### src/rtl/aud_clk_pkg.sv
package aud_clk_pkg;

  localparam int CFG_W = 5;
  localparam int LEN_W = 6;

  typedef enum logic [1:0] {
    SLOT_16  = 2'b00,
    SLOT_24  = 2'b01,
    SLOT_32  = 2'b10,
    SLOT_32B = 2'b11
  } slot_code_e;

  function automatic logic [LEN_W-1:0] slot_bits(input slot_code_e code);
    case (code)
      SLOT_16: slot_bits = LEN_W'(16);
      SLOT_24: slot_bits = LEN_W'(24);
      default: slot_bits = LEN_W'(32);
    endcase
  endfunction

endpackage

### src/rtl/aud_len_dec.sv
module aud_len_dec
  import aud_clk_pkg::*;
(
  input  logic [CFG_W-1:0] cfg_i,
  output logic [LEN_W-1:0] len_o
);

  slot_code_e code;

  always_comb begin
    code  = slot_code_e'(cfg_i[4:3]);
    len_o = slot_bits(code);
  end

endmodule

### src/rtl/aud_sclk_div.sv
module aud_sclk_div #(
  parameter int DIV_W = 16
) (
  input  logic             clk,
  input  logic             rst_n,
  input  logic             run_i,
  input  logic [DIV_W-1:0] div_i,
  output logic             sck_o,
  output logic             rise_o,
  output logic             fall_o
);

  logic [DIV_W-1:0] cnt_q, cnt_d;
  logic             sck_q, sck_d;
  logic             tick;

  assign tick = run_i && (cnt_q >= div_i);

  always_comb begin
    cnt_d = cnt_q;
    sck_d = sck_q;
    if (!run_i) begin
      cnt_d = '0;
      sck_d = 1'b0;
    end else if (tick) begin
      cnt_d = '0;
      sck_d = ~sck_q;
    end else begin
      cnt_d = cnt_q + DIV_W'(1);
    end
  end

  always_ff @(posedge clk or negedge rst_n) begin
    if (!rst_n) begin
      cnt_q <= '0;
      sck_q <= 1'b0;
    end else begin
      cnt_q <= cnt_d;
      sck_q <= sck_d;
    end
  end

  assign sck_o  = sck_q;
  assign rise_o = tick && !sck_q;
  assign fall_o = tick && sck_q;

endmodule

### src/rtl/aud_ws_seq.sv
module aud_ws_seq
  import aud_clk_pkg::*;
(
  input  logic             clk,
  input  logic             rst_n,
  input  logic             run_i,
  input  logic             fall_i,
  input  logic [LEN_W-1:0] len_i,
  output logic             ws_o,
  output logic             slot_start_o
);

  logic [LEN_W-1:0] bits_q, bits_d;
  logic             ws_q, ws_d;
  logic             ss_q, ss_d;
  logic             last_bit;

  assign last_bit = bits_q >= (len_i - LEN_W'(1));

  always_comb begin
    bits_d = bits_q;
    ws_d   = ws_q;
    ss_d   = 1'b0;
    if (!run_i) begin
      bits_d = '0;
      ws_d   = 1'b0;
    end else if (fall_i) begin
      if (last_bit) begin
        bits_d = '0;
        ws_d   = ~ws_q;
        ss_d   = 1'b1;
      end else begin
        bits_d = bits_q + LEN_W'(1);
      end
    end
  end

  always_ff @(posedge clk or negedge rst_n) begin
    if (!rst_n) begin
      bits_q <= '0;
      ws_q   <= 1'b0;
      ss_q   <= 1'b0;
    end else begin
      bits_q <= bits_d;
      ws_q   <= ws_d;
      ss_q   <= ss_d;
    end
  end

  assign ws_o         = ws_q;
  assign slot_start_o = ss_q;

endmodule

### src/rtl/aud_sclk_gen.sv
module aud_sclk_gen
  import aud_clk_pkg::*;
#(
  parameter int DIV_W = 16
) (
  input  logic             clk,
  input  logic             rst_n,
  input  logic             glb_en_i,
  input  logic             clk_en_i,
  input  logic [DIV_W-1:0] div_i,
  input  logic [CFG_W-1:0] slot_cfg_i,
  output logic             sck_o,
  output logic             sck_rise_o,
  output logic             sck_fall_o,
  output logic             ws_o,
  output logic             slot_start_o
);

  logic             run;
  logic [LEN_W-1:0] slot_len;

  assign run = glb_en_i && clk_en_i;

  aud_len_dec u_dec (
    .cfg_i (slot_cfg_i),
    .len_o (slot_len)
  );

  aud_sclk_div #(.DIV_W(DIV_W)) u_div (
    .clk    (clk),
    .rst_n  (rst_n),
    .run_i  (run),
    .div_i  (div_i),
    .sck_o  (sck_o),
    .rise_o (sck_rise_o),
    .fall_o (sck_fall_o)
  );

  aud_ws_seq u_ws (
    .clk          (clk),
    .rst_n        (rst_n),
    .run_i        (run),
    .fall_i       (sck_fall_o),
    .len_i        (slot_len),
    .ws_o         (ws_o),
    .slot_start_o (slot_start_o)
  );

endmodule

### config.mk
export PLATFORM = sky130hd
export DESIGN_NAME = aud_sclk_gen
export DESIGN_NICKNAME = d
export VERILOG_FILES = /design/src/rtl/aud_clk_pkg.sv /design/src/rtl/aud_len_dec.sv /design/src/rtl/aud_sclk_div.sv /design/src/rtl/aud_ws_seq.sv /design/src/rtl/aud_sclk_gen.sv
export SDC_FILE = /design/constraint.sdc
export NUM_CORES = 1
export LEC_CHECK = 0
export ABC_AREA = 1
export BUFFER_PORTS_ARGS = -buffer_cell sky130_fd_sc_hd__buf_2
export CAP_MARGIN = 40
export CORE_AREA = 3 3 62 64
export CTS_CLUSTER_SIZE = 20
export DETAILED_ROUTE_END_ITERATION = 7
export DIE_AREA = 0 0 65 67
export PLACE_DENSITY_LB_ADDON = 0.25
export SLEW_MARGIN = 10
export SYNTH_ARGS = -nofsm -noshare
export SYNTH_HDL_FRONTEND = slang
export SYNTH_SLANG_ARGS = --single-unit
### constraint.sdc
create_clock -name clk -period 1.9 [get_ports clk]
set_input_delay 0.285 -clock clk [delete_from_list [all_inputs] [get_ports clk]]
set_output_delay 0.285 -clock clk [all_outputs]
set_load 0.03 [all_outputs]
==> metrics.md <==
| Metric | Value |
|---|---|
| Final hold violations | `0` |
| Clock root cell | `clkbuf_4` |
| Ports | `30` |
| CP startpoint kind | `flip-flop` |
| Detail Placement HPWL | `2650 um` |
| Sw Ratio | `26.3%` |
| Syn Area/Cell | `7.78 um2` |
| Met2 Usage GRT | `31.0%` |
| Footprint of the multi-input gates | `1080 um2` |
| Worst Tran Pin Value | `approximately 570 ps` |
| Clock Power Share | `between 20% and 30%` |
| Setup TNS Final | `-458 ps` |
| Worst VDD drop | `roughly 0.4 mV` |
| Distinct cells, synth | `29` |
| CTS buffer count | `3` |
| Hold WC Path Type | `in2reg` |
| RSZ-0062 raised after global routing | `true` |
| Register area | `626 um2` |
| Fillers | `289` |
| Syn Nets | `about 280` |
| Psw | `approximately 0.00024 W` |
| Final ANT Viol Nets | `0` |
| CTS tree | `yes` |
| Lkg Pwr | `~1.3 nW` |
| Post-synth top area share | `34.8%` |
| Via-per-instance ratio | `between 4 and 5` |
| Final setup margin | `-230 ps` |
| Initial DRC count | `62` |
| Port Buf Inserts | `26` |
| Cell taking the most area after synthesis | `dfrtp_1` |
| Post-layout minimum cycle time | `about 2100 ps` |
| Vias in the first global route | `roughly 1,500` |
| R2r startpoint | `u_div.cnt_q[11]$_DFF_PN0_` |
| Initial antenna violation count | `0` |
| Cell Count, Final, Fillers Out | `~330` |
| Max transition margin | `approximately 62%` |
| Clk buf depth | `2` |
| Die height | `67 um` |
| Drt total wl | `3430 um` |
| Antenna cells | `0` |
| Sink Count | `25` |
| Max-cap viol count | `0` |
| Slew Viols, Final | `0` |
| Sequential area share after synthesis | `between 30% and 40%` |
| Cell count after synthesis | `around 230` |
| Gate power share | `about an eighth` |
| Synthesized area | `1800 um2` |
| Commonest cells after routing, fill and taps aside | `nand2_1 (44), inv_1 (40), dfrtp_1 (25)` |
| Grt met1 use | `22.1%` |
| Sequential Power Share | `between 50% and 60%` |
| DIE AREA | `~4400 um2` |
| GR Util met3 | `around 3.0%` |
| Crit Path Max Fanout | `4` |
| Worst Path Required | `1620 ps` |
| Total grt overflow | `0` |
| First-pass GRT wire length | `between 5000 and 6000 um` |
| Crit. End Element | `output port` |
| Status | `complete, but fails checks` |
| Vias | `about 1,600` |
| Area growth syn-to-layout | `25.7%` |
| Tot GR Track Use | `17.3%` |
| Initial Util | `between 50% and 60%` |
| YS warnings | `0` |
| Achievable frequency | `around 470 MHz` |
| Area of the core | `~3300 um2` |
| Power density over cell area | `between 300 and 400 nW/um2` |
| Later-pin clock latency in the skew report | `between 300 and 400 ps` |
| Die X | `~65 um` |
| Final clock skew | `5.92 ps` |
| Crit path kind | `reg2out` |
| Fin crit share | `112%` |
| Synth top area cells | `dfrtp_1 (35%), ha_1 (15%), nand2_1 (10%)` |
| Grt peak-use layer | `met2` |
| Final RePlAce weighted congestion | `0.831` |
| Hold_sp | `clk_en_i` |
| DR pass1 iterations | `4` |
| Leading cell type in the layout, fill and taps excluded | `nand2_1` |
| Drt drc | `0` |
| Non-Filler Cell Area, Final | `roughly 2300 um2` |
| Worst setup path start | `u_div.cnt_q[11]$_DFF_PN0_` |
| Failing checks | `setup timing` |
| Fin nets | `between 300 and 400` |
| Internal | `roughly 0.00066 W` |
| Reg clk slew, reported paths | `approximately 140 ps` |
| Arrival time at the worst endpoint | `between 1500 and 2000 ps` |
| #FFs+latches synth | `25` |
| Post-placement cell area | `around 2100 um2` |
| H-Tree Depth | `1` |
| Drt wl/cell | `10.4 um` |
| Setup-failing EPs final | `2` |
| Site Rows | `21` |
| Layout cells sized above 1 | `roughly 30%` |
| Hold_ws | `404 ps` |
| DP Cell Count | `319` |
| Largest net degree at the start of global routing | `26` |
## cell usage after synthesis (all sizes together)
master  count
nand2      51
inv        44
dfrtp      25
o21ai       9
a21boi      1
nand3      14
nor3        4
a21oi      14
a31oi       1
conb        1
nand3b      1
or2         1
nor2       30
nor4b       1
nand4       5
xnor2       1
ha         21
xor2        7
## final timing paths
check / endpoint / cells after the start / slack [ps]
max: sck_fall_o / 8 / -230
max in group asynchronous: u_div.cnt_q[3]$_DFF_PN0_ / 2 / 1050
min: u_div.cnt_q[8]$_DFF_PN0_ / 4 / 400
min reg2reg: u_ws.ws_o$_DFFE_PN0P_ / 2 / 530
max reg2reg: u_div.cnt_q[13]$_DFF_PN0_ / 9 / 0
min in group asynchronous: u_ws.slot_start_o$_DFF_PN0_ / 2 / 470
## critical path: stages, from the launching register on
cell and delay [ps]:
dfrtp_1 420, ha_1 310, a21oi_1 120, o21ai_0 110
a21oi_2 210, nand2_4 100, nand3_4 80, inv_2 50
buf_6 130
## power groups by stage
stage                     Sequential [W]  Combinational (W)  Clock [W]
after floorplan                 0.000552          0.0000547          0
after global placement          0.000548           0.000108          0
after detailed placement        0.000548           0.000110          0
after CTS                       0.000538           0.000114   0.000254
after global routing            0.000539           0.000136   0.000272
final                           0.000538           0.000118   0.000242
## area by class of cell
type	instances	area share, %
multi-input cells	163	47.7
well taps	46	2.55
inverters	44	7.42
repair buffers	47	13.4
flip-flops and latches	25	27.7
clock buffers	3	0.997
clock inverters	1	0.221
## metrics by stage
step	total power (W)	setup slack [ps]	utilization (%)
final	0.000898	-230	67.7
after global routing	0.000947	-370	67.7
after CTS	0.000906	-265	66.0
after detailed placement	0.000658	-13.0	63.2
after global placement	0.000656	18.6	63.2
after floorplan	0.000607	36.6	-
## routing by layer
layer  routed length, um  share of wire (%)  vias to the layer above
met1                1660                 48                      723
met5                   0                  0                        -
met4                  12               0.35                        0
met2                1650                 48                       21
met3                 102                3.0                        2
li1                    -                  -                      840
## state kept, by name (all words and copies together) (netlist names)
signal             cells
u_div.cnt_q           16
u_div.sck_o            1
u_ws.bits_q            6
u_ws.slot_start_o      1
u_ws.ws_o              1
## logic make-up after synthesis
kind of cell    Yosys count  synth area share, %
compound gates           25                 7.38
xor+xnor                  8                 3.90
fa+ha+maj                21                 14.6
buf+inv                  44                 9.19
flops                    25                 34.8
other cells               1                0.209
simple gates            107                 29.9
## timing repair
item | in CTS | in global routing
hold endpoints to repair | 25 | 0
endpoints found under the setup margin | 2 | 24
gates resized for setup | 9 | 7
buffers inserted | 4 | 0
hold buffers | 1 | 0
gates cloned | 0 | 1
pin swaps | 8 | 4
Power figures use the tool's default switching activity.
